==> config.mk <==
export PLATFORM = sky130hd
export DESIGN_NAME = jtag_tap_long
export DESIGN_NICKNAME = d
export VERILOG_FILES = /design/src/rtl/tap_pkg.sv /design/src/rtl/tap_fsm.sv /design/src/rtl/tap_ir.sv /design/src/rtl/tap_dr.sv /design/src/rtl/jtag_tap_long.sv
export SDC_FILE = /design/constraint.sdc
export NUM_CORES = 1
export LEC_CHECK = 0
export ABC_AREA = 1
export BUFFER_PORTS_ARGS = -buffer_cell sky130_fd_sc_hd__buf_2
export CAP_MARGIN = 20
export CELL_PAD_IN_SITES_DETAIL_PLACEMENT = 1
export CELL_PAD_IN_SITES_GLOBAL_PLACEMENT = 2
export CORE_MARGIN = 8
export CORE_UTILIZATION = 35
export CTS_CLUSTER_DIAMETER = 60
export DETAILED_ROUTE_END_ITERATION = 6
export PLACE_DENSITY = 0.74
export SYNTH_ARGS = -nofsm -noshare
export SYNTH_HDL_FRONTEND = slang
export SYNTH_SLANG_ARGS = --single-unit
==> constraint.sdc <==
create_clock -name tck -period 1.86 [get_ports tck]
set_clock_uncertainty 0.15 [all_clocks]
set_input_delay 0.279 -clock tck [delete_from_list [all_inputs] [get_ports tck]]
set_output_delay 0.279 -clock tck [all_outputs]
set_load 0.1 [all_outputs]
==> src/rtl/tap_pkg.sv <==
package tap_pkg;

    typedef enum logic [3:0] {
        TS_RESET   = 4'd0,
        TS_IDLE    = 4'd1,
        TS_SEL_DR  = 4'd2,
        TS_CAP_DR  = 4'd3,
        TS_SH_DR   = 4'd4,
        TS_EX1_DR  = 4'd5,
        TS_PAU_DR  = 4'd6,
        TS_EX2_DR  = 4'd7,
        TS_UPD_DR  = 4'd8,
        TS_SEL_IR  = 4'd9,
        TS_CAP_IR  = 4'd10,
        TS_SH_IR   = 4'd11,
        TS_EX1_IR  = 4'd12,
        TS_PAU_IR  = 4'd13,
        TS_EX2_IR  = 4'd14,
        TS_UPD_IR  = 4'd15
    } tap_state_e;

    // strobes for the edge that enters the named state
    typedef struct packed {
        logic cap_ir;
        logic sh_ir;
        logic upd_ir;
        logic cap_dr;
        logic sh_dr;
    } tap_ctl_t;

endpackage

==> src/rtl/tap_fsm.sv <==
module tap_fsm
    import tap_pkg::*;
(
    input  logic       tck,
    input  logic       trst_n,
    input  logic       tms,
    output tap_state_e state_q,
    output tap_ctl_t   ctl
);

    tap_state_e nxt;

    always_comb begin
        nxt = state_q;
        unique case (state_q)
            TS_RESET:  nxt = tms ? TS_RESET  : TS_IDLE;
            TS_IDLE:   nxt = tms ? TS_SEL_DR : TS_IDLE;
            TS_SEL_DR: nxt = tms ? TS_SEL_IR : TS_CAP_DR;
            TS_CAP_DR: nxt = tms ? TS_EX1_DR : TS_SH_DR;
            TS_SH_DR:  nxt = tms ? TS_EX1_DR : TS_SH_DR;
            TS_EX1_DR: nxt = tms ? TS_UPD_DR : TS_PAU_DR;
            TS_PAU_DR: nxt = tms ? TS_EX2_DR : TS_PAU_DR;
            TS_EX2_DR: nxt = tms ? TS_UPD_DR : TS_SH_DR;
            TS_UPD_DR: nxt = tms ? TS_SEL_DR : TS_IDLE;
            TS_SEL_IR: nxt = tms ? TS_RESET  : TS_CAP_IR;
            TS_CAP_IR: nxt = tms ? TS_EX1_IR : TS_SH_IR;
            TS_SH_IR:  nxt = tms ? TS_EX1_IR : TS_SH_IR;
            TS_EX1_IR: nxt = tms ? TS_UPD_IR : TS_PAU_IR;
            TS_PAU_IR: nxt = tms ? TS_EX2_IR : TS_PAU_IR;
            TS_EX2_IR: nxt = tms ? TS_UPD_IR : TS_SH_IR;
            TS_UPD_IR: nxt = tms ? TS_SEL_IR : TS_IDLE;
            default:   nxt = TS_RESET;
        endcase
    end

    always_ff @(posedge tck or negedge trst_n) begin
        if (!trst_n) state_q <= TS_RESET;
        else         state_q <= nxt;
    end

    // actions are keyed on the state being entered
    always_comb begin
        ctl = '0;
        unique case (nxt)
            TS_CAP_IR: ctl.cap_ir = 1'b1;
            TS_SH_IR:  ctl.sh_ir  = 1'b1;
            TS_UPD_IR: ctl.upd_ir = 1'b1;
            TS_CAP_DR: ctl.cap_dr = 1'b1;
            TS_SH_DR:  ctl.sh_dr  = 1'b1;
            default:   ctl = '0;
        endcase
    end

endmodule

==> src/rtl/tap_ir.sv <==
module tap_ir
    import tap_pkg::*;
#(
    parameter int IR_LEN = 46
) (
    input  logic              tck,
    input  logic              trst_n,
    input  logic              tdi,
    input  tap_ctl_t          ctl,
    output logic [IR_LEN-1:0] ir_q,
    output logic [IR_LEN-1:0] instr
);

    localparam logic [IR_LEN-1:0] CAP_VAL = IR_LEN'(1);

    always_ff @(posedge tck or negedge trst_n) begin
        if (!trst_n) begin
            ir_q  <= '0;
            instr <= '0;
        end else begin
            if (ctl.cap_ir)
                ir_q <= CAP_VAL;
            else if (ctl.sh_ir)
                ir_q <= {tdi, ir_q[IR_LEN-1:1]};
            if (ctl.upd_ir)
                instr <= ir_q;
        end
    end

endmodule

==> src/rtl/tap_dr.sv <==
module tap_dr
    import tap_pkg::*;
#(
    parameter int DR_LEN  = 197,
    parameter int ID_W    = 32,
    parameter int NUM_ID  = 6,
    parameter int NUM_REV = 3,
    parameter int REV_W   = 2,
    parameter int unsigned ID_POS [NUM_ID] = '{1, 33, 65, 97, 130, 162},
    parameter logic [ID_W-1:0] ID_TABLE [NUM_REV][NUM_ID] = '{
        '{32'h1C0A_7E31, 32'h2C0A_3E31, 32'h1C0A_4E31, 32'h2C0A_5E31, 32'h1C0A_6E31, 32'h1C0A_6E31},
        '{32'h3C0A_7E31, 32'h3C0A_3E31, 32'h2C0A_4E31, 32'h3C0A_5E31, 32'h2C0A_6E31, 32'h2C0A_6E31},
        '{32'h4C0A_7E31, 32'h4C0A_3E31, 32'h3C0A_4E31, 32'h4C0A_5E31, 32'h3C0A_6E31, 32'h3C0A_6E31}
    }
) (
    input  logic              tck,
    input  logic              trst_n,
    input  logic              tdi,
    input  logic [REV_W-1:0]  rev,
    input  tap_ctl_t          ctl,
    output logic [DR_LEN-1:0] dr_q
);

    localparam int SEL_W = (NUM_REV > 1) ? $clog2(NUM_REV) : 1;

    logic [SEL_W-1:0]  rsel;
    logic [DR_LEN-1:0] cap_vec;

    always_comb begin
        if (int'(rev) >= NUM_REV) rsel = SEL_W'(NUM_REV - 1);
        else                      rsel = SEL_W'(rev);
    end

    // words placed most significant bit first at their start positions
    always_comb begin
        cap_vec = '0;
        for (int i = 0; i < NUM_ID; i++) begin
            for (int b = 0; b < ID_W; b++) begin
                cap_vec[ID_POS[i] + b] = ID_TABLE[rsel][i][ID_W-1-b];
            end
        end
    end

    always_ff @(posedge tck or negedge trst_n) begin
        if (!trst_n)
            dr_q <= '0;
        else if (ctl.cap_dr)
            dr_q <= cap_vec;
        else if (ctl.sh_dr)
            dr_q <= {dr_q[DR_LEN-2:0], tdi};
    end

endmodule

==> src/rtl/jtag_tap_long.sv <==
module jtag_tap_long
    import tap_pkg::*;
#(
    parameter int IR_LEN  = 46,
    parameter int DR_LEN  = 197,
    parameter int ID_W    = 32,
    parameter int NUM_ID  = 6,
    parameter int NUM_REV = 3,
    parameter int REV_W   = 2,
    parameter int unsigned ID_POS [NUM_ID] = '{1, 33, 65, 97, 130, 162},
    parameter logic [ID_W-1:0] ID_TABLE [NUM_REV][NUM_ID] = '{
        '{32'h1C0A_7E31, 32'h2C0A_3E31, 32'h1C0A_4E31, 32'h2C0A_5E31, 32'h1C0A_6E31, 32'h1C0A_6E31},
        '{32'h3C0A_7E31, 32'h3C0A_3E31, 32'h2C0A_4E31, 32'h3C0A_5E31, 32'h2C0A_6E31, 32'h2C0A_6E31},
        '{32'h4C0A_7E31, 32'h4C0A_3E31, 32'h3C0A_4E31, 32'h4C0A_5E31, 32'h3C0A_6E31, 32'h3C0A_6E31}
    }
) (
    input  logic              tck,
    input  logic              trst_n,
    input  logic              tms,
    input  logic              tdi,
    input  logic [REV_W-1:0]  rev,
    output logic              tdo,
    output logic [3:0]        tap_state,
    output logic [IR_LEN-1:0] instr
);

    tap_state_e        state_q;
    tap_ctl_t          ctl;
    logic [IR_LEN-1:0] ir_q;
    logic [DR_LEN-1:0] dr_q;
    logic              shift_bit;
    logic              tdo_q;

    tap_fsm u_fsm (
        .tck     (tck),
        .trst_n  (trst_n),
        .tms     (tms),
        .state_q (state_q),
        .ctl     (ctl)
    );

    tap_ir #(.IR_LEN(IR_LEN)) u_ir (
        .tck    (tck),
        .trst_n (trst_n),
        .tdi    (tdi),
        .ctl    (ctl),
        .ir_q   (ir_q),
        .instr  (instr)
    );

    tap_dr #(
        .DR_LEN   (DR_LEN),
        .ID_W     (ID_W),
        .NUM_ID   (NUM_ID),
        .NUM_REV  (NUM_REV),
        .REV_W    (REV_W),
        .ID_POS   (ID_POS),
        .ID_TABLE (ID_TABLE)
    ) u_dr (
        .tck    (tck),
        .trst_n (trst_n),
        .tdi    (tdi),
        .rev    (rev),
        .ctl    (ctl),
        .dr_q   (dr_q)
    );

    // bit leaving the active register on a shifting rising edge
    always_ff @(posedge tck or negedge trst_n) begin
        if (!trst_n)
            shift_bit <= 1'b0;
        else if (ctl.sh_ir)
            shift_bit <= ir_q[0];
        else if (ctl.sh_dr)
            shift_bit <= dr_q[DR_LEN-1];
    end

    // output retimed to the falling edge
    always_ff @(negedge tck or negedge trst_n) begin
        if (!trst_n) tdo_q <= 1'b0;
        else         tdo_q <= shift_bit;
    end

    assign tdo       = tdo_q;
    assign tap_state = state_q;

endmodule

==> impl_results.md, run 1 <==
- List of most frequent post-synthesis cells: nand2_1, dfrtp_1, nand3_1, inv_1
- CTS Root Cell: clkbuf_16
- GPL Wtd Cong: 0.7629
- Final Hold Viols: 0
- DR vias: approximately 11000
- Max-Cap Viols: 0
- Post-synth EDFFs: 0
- Share of layout cells above drive strength 1: 58.85%
- Slew Limit Fails: 0
- Final setup vio count: approximately 250
- Horiz. Die Dim: 202.6 um
- Post-DR vias/cell: 5.212
- Clock Latency Late Sink: between 500 and 600 ps
- Async S/R FF share, synth: 100.0%
- Startpoint of the worst hold path: rev[1]
- Syn avg cell area: a little under 9 um^2
- Endpoint class of the critical path: primary output
- Hold Path Class: input pin to flip-flop
- Net Count, Synth: 1375
- Starting Density: 35.44%
- Hold depth: 5
- Bufs and invs on worst path: 1
- Post-synthesis cell count: 1369
- WS Path Type: flip-flop to primary output
- Netlist cell types: 28
- Area leader, netlist: dfrtp_1
- Max-slew headroom: 56.00%
- Worst-path maximum fanout: 1
- Drt first-iter violations: 530
- Initial antenna violation count: 0
- Failing checks: negative setup slack
- Sequential area share after synthesis: 60.60%
- Area share of the largest cell type after synthesis: 60.39%
- Unrepaired setup endpoints after global routing: true
- Slowest cell delay on critical path: approximately 450 ps
- Area post-placement: 0.01440 mm^2
- I/O pin total: between 50 and 60
- CP arrival: roughly 2100 ps
- Clk sinks: 295
- R2r setup slk: -640 ps
- Count leader, synth: nand2_1
- Routed WL: 45.82 mm
- # diodes: 0
- First-pass GRT wire length: 69.12 mm
- Placeable Area: 0.03437 mm^2
- CTS Buf Count: 35
- Die area: 0.04103 mm^2
- Final net count: 1558
- Hpwl dp: 18.57 mm
- Synth top area cells: dfrtp_1, nand2_1, nand3_1
- Non-Filler Instances: 2032
- CTS tree: built
- Fin area: 0.02008 mm^2
- DIE HEIGHT: 202.6 um
- Worst setup margin: -687.2 ps
- Reg-to-reg startpoint: u_fsm.state_q[3]$_DFF_PN0_
- Drt wl/cell: 22.55 um
- Worst EP required: 1430 ps
- Post-Syn Area: 0.01218 mm^2
- Vias in the first global route: 11940
- Seq cells post-synth: 295
- Hold-critical path endpoint: u_dr.dr_q[4]$_DFFE_PN0P_
- Startpoint types: flip-flop
- Site Rows: 68
- ANT nets after route: 0
- Buffers on Ports: between 50 and 60
- Total global routing overflow: 0
- Clk pin slew, worst setup/hold paths: 50 ps
- Layout area overhead: 64.82%
- Pre-Repair DR Iteration Count: 4
- CP max stage cell: dfrtn_1
- Worst R2R Path Depth: 17
- Cell chain of the critical path: buf_12
- GRT Total Usage: a little over a fifth
- Setup TNS: -127920 ps
- Dominant synthesized flop cell: dfrtp_1
- Warnings, synthesis: 0
- Crit path max-delay family: flip-flops
- H-tree depth: 2
- # placed instances: 1854
- Largest net degree at the start of global routing: 111
- CTS Buffer Depth: 3
- Worst-Margin Slew: 660.0 ps
- Reg-to-Reg End: u_dr.dr_q[176]$_DFFE_PN0P_
- Drt drc: 0
- DP Worst Slack: -473.2 ps
- Status: complete, but fails checks
==> through the flow <==
step | utilization [%] | hold WS (ps)
floorplan | - | -166.6
global placement | 41.89 | 134.6
detailed placement | 41.89 | 135.4
CTS | 55.12 | 51.26
global route | 58.41 | 109.8
finish | 58.41 | 80.21
==> worst reg2reg max path, delay by kind of cell, from the launching register on <==
kind | cells | cell delay [ps]
simple gates | 10 | 830
buf+inv | 7 | 860
flops | 1 | 550
==> layout make-up <==
cell class                      count  area [um^2]
Fill cell                        3499        14300
Sequential cell                   295         7397
Multi-Input combinational cell    913         6990
Timing Repair Buffer              237         3617
Clock buffer                       47         1021
Tap cell                          455        569.3
Inverter                           69        290.3
Clock inverter                     15        162.7
Timing Repair inverter              1        30.03
==> cells in the final DEF (no fill, tap or decap), drive strengths merged <==
cell         count
buf            220
nand3          203
dfrtp          294
o211ai           1
clkinv          11
nand2          516
dlygate4sd3      2
o21ai           56
dfrtn            1
or2             73
nand4            1
o22ai           44
nor2            16
clkbuf          62
nor3             1
bufinv           2
inv             72
o2111ai          1
a21oi            1
==> state kept, by name, summed over array words and instances, names as in the netlist <==
signal and flops:
u_ir.ir_q 46, u_ir.instr 46, shift_bit 1, tdo 1
u_dr.dr_q 197, u_fsm.state_q 4
==> cells by family after synthesis <==
family / after synthesis / synth area share (%)
buffers and inverters: 164 / 5.916
AOI/OAI and AO/OA: 103 / 4.735
and+or+nand+nor: 807 / 28.75
DFF: 295 / 60.60
==> routing by layer <==
layer / GRT usage, % / wire length (um)
met5: 0 / 0
met4: 6.346 / 1260
met3: 2.789 / 1357
met2: 37.61 / 24560
met1: 25.82 / 18630
==> worst max path at each step <==
| stage | from | end | slack (ps) | cells past startpoint |
|---|---|---|---|---|
| 2_1_floorplan | tdo$_DFF_NN0_ | tdo | -450 | 0 |
| 3_3_place_gp | u_fsm.state_q[2]$_DFF_PN0_ | u_dr.dr_q[51]$_DFFE_PN0P_ | -430 | 10 |
| 3_5_place_dp | u_fsm.state_q[2]$_DFF_PN0_ | u_dr.dr_q[156]$_DFFE_PN0P_ | -470 | 10 |
| 4_1_cts | tdo$_DFF_NN0_ | tdo | -710 | 1 |
| 5_1_grt | u_fsm.state_q[3]$_DFF_PN0_ | u_dr.dr_q[176]$_DFFE_PN0P_ | -740 | 14 |
| 6_report | tdo$_DFF_NN0_ | tdo | -690 | 1 |
==> timing repair <==
item,CTS,global route
buffers inserted,63,22
pin swaps,99,100
endpoints found under the hold margin,296,0
resized for setup,359,382
hold buffers,2,0
setup endpoints to repair,249,251
gates cloned,59,6
Power of run 1 is not shown: default switching activity piles up to over one toggle a cycle in this logic, so the estimate is an artifact.
==> run 2: changes to the inputs <==
--- a/config.mk
+++ b/config.mk
@@ -10,6 +10,7 @@
 export CAP_MARGIN = 20
 export CELL_PAD_IN_SITES_DETAIL_PLACEMENT = 1
 export CELL_PAD_IN_SITES_GLOBAL_PLACEMENT = 2
+export CORE_ASPECT_RATIO = 0.5
 export CORE_MARGIN = 8
 export CORE_UTILIZATION = 35
 export CTS_CLUSTER_DIAMETER = 60
==> run 2 against run 1 <==
- the flow still finishes with violations (negative setup slack)
- hold slack lost 64 ps
- non-clock buffer count is 23 lower
- critical path depth unchanged
- die area grew 0.88%
- clock-buffer cell count fell by 7
- wire length decreased by 13%
- critical path type unchanged
==> impl_results.md, run 2 (synthesis results as in run 1) <==
- Largest reg by FF count: u_dr.dr_q
- Layout area overhead: 58.50%
- DR vias: 10140
- Post-DR vias/cell: 5.023
- Max-Cap Viols: 0
- Reg-to-reg startpoint: u_fsm.state_q[2]$_DFF_PN0_
- Final net count: 1527
- Worst setup margin: -690.1 ps
- Slew Limit Fails: 0
- # diodes: 0
- Final setup vio count: 250
- Initial antenna violation count: 0
- CTS Root Cell: clkbuf_16
- DP Worst Slack: -451.1 ps
- Drt first-iter violations: 506
- GRT Total Usage: 18.25%
- Fill count: 3536
- CTS Buf Count: 29
- GPL Wtd Cong: 0.7739
- CTS tree: built
- CTS Buffer Depth: 3
- Crit path max-delay family: flip-flops
- CP max stage cell: dfrtn_1
- Worst-Margin Slew: 749.5 ps
- Routed WL: 39.84 mm
- Area post-placement: 0.01443 mm^2
- Starting Density: 35.46%
- Placeable Area: approximately 0.034 mm^2
- Die area: 0.04139 mm^2
- CP arrival: 2120 ps
- Vias in the first global route: 11030
- Drt wl/cell: 19.74 um
- H-tree depth: 1
- Horiz. Die Dim: 279.8 um
- Drt drc: 0
- ANT nets after route: 0
- Final Hold Viols: 0
- Endpoint class of the critical path: primary output
- Total global routing overflow: 0
- Max FFs per register: 197
- Pre-Repair DR Iteration Count: 4
- First-pass GRT wire length: slightly above 60 mm
- Unrepaired setup endpoints after global routing: true
- Max-slew headroom: 50.04%
- I/O pin total: 57
- Worst EP required: 1430 ps
- Share of layout cells above drive strength 1: 55.54%
- Failing checks: negative setup slack
- Clk sinks: 295
- Biggest regs: u_dr.dr_q: 197 flops, u_ir.instr: 46 flops, u_ir.ir_q: 46 flops
- WS Path Type: flip-flop to primary output
- Commonest non-fill, non-tap cell in the layout: dfrtp_1
- Largest net degree at the start of global routing: 95
- Critical Path Start: tdo$_DFF_NN0_
- Hpwl dp: 18.71 mm
- Startpoint types: flip-flop
- Slowest cell delay on critical path: 440 ps
- Non-Filler Instances: about 2000
- Clock Latency Late Sink: 580 ps
- Worst-path maximum fanout: 1
- Site Rows: 48
- DIE HEIGHT: between 100 and 150 um
- Cell chain of the critical path: buf_12
- # placed instances: 1878
- Fin area: 0.01931 mm^2
- Final Util: 56.21%
- Commonest cells after routing, fill and taps aside: dfrtp_1, nand2_1, nand3_2, nand2_2, nand2_4
- Status: complete, but fails checks
- Clk pin slew, worst setup/hold paths: around 60 ps
- Hold Path Class: input pin to flip-flop
- Bufs and invs on worst path: 1
- Startpoint of the worst hold path: rev[0]
- Buffers on Ports: 56
run 2: cell type report:
type / count / area, um^2 / area share, %
timing repair buffer: 214 / 3174 / 16.44
clock inverter: 13 / 232.7 / 1.205
inverter: 69 / 297.8 / 1.542
sequential: 295 / 7397 / 38.31
clock buffer: 40 / 807.0 / 4.180
tap: 475 / 594.3 / 3.078
timing repair inverter: 2 / 32.53 / 0.1685
multi-input combinational: 910 / 6773 / 35.08
run 2: per-layer routing:
metal | track usage [%] | part of all wire [%]
met4 | 3.746 | 1.8
met3 | 2.895 | 3.3
met1 | 24.85 | 45
met5 | 0 | 0
met2 | 30.72 | 49
run 2: per-stage QoR:
step,setup TNS [ps],hold slack (ps)
2_1_floorplan,-97050,-166.6
3_3_place_gp,-69960,-60.41
3_5_place_dp,-92340,-58.80
4_1_cts,-103340,51.11
5_1_grt,-128600,33.33
6_report,-103060,16.19
run 2: path summary, 6_finish.rpt:
| path | to | slack (ps) | cells after the start |
|---|---|---|---|
| max reg2reg | u_dr.dr_q[19]$_DFFE_PN0P_ | -490 | 15 |
| max | tdo | -690 | 1 |
| min reg2reg | u_ir.instr[32]$_DFFE_PN0N_ | 330 | 2 |
| min | u_dr.dr_q[132]$_DFFE_PN0P_ | 20 | 5 |
| min in group asynchronous | u_ir.instr[41]$_DFFE_PN0N_ | 110 | 3 |
| max in group asynchronous | tdo$_DFF_NN0_ | 660 | 2 |
run 2: timing repair:
item | CTS | global route
pin swaps | 46 | 150
resized for setup | 247 | 425
hold buffers | 4 | 0
cloned | 40 | 13
setup endpoints to repair | 250 | 261
endpoints found under the hold margin | 300 | 0
buffers inserted | 41 | 12
Power of run 2 is left out for the same reason.
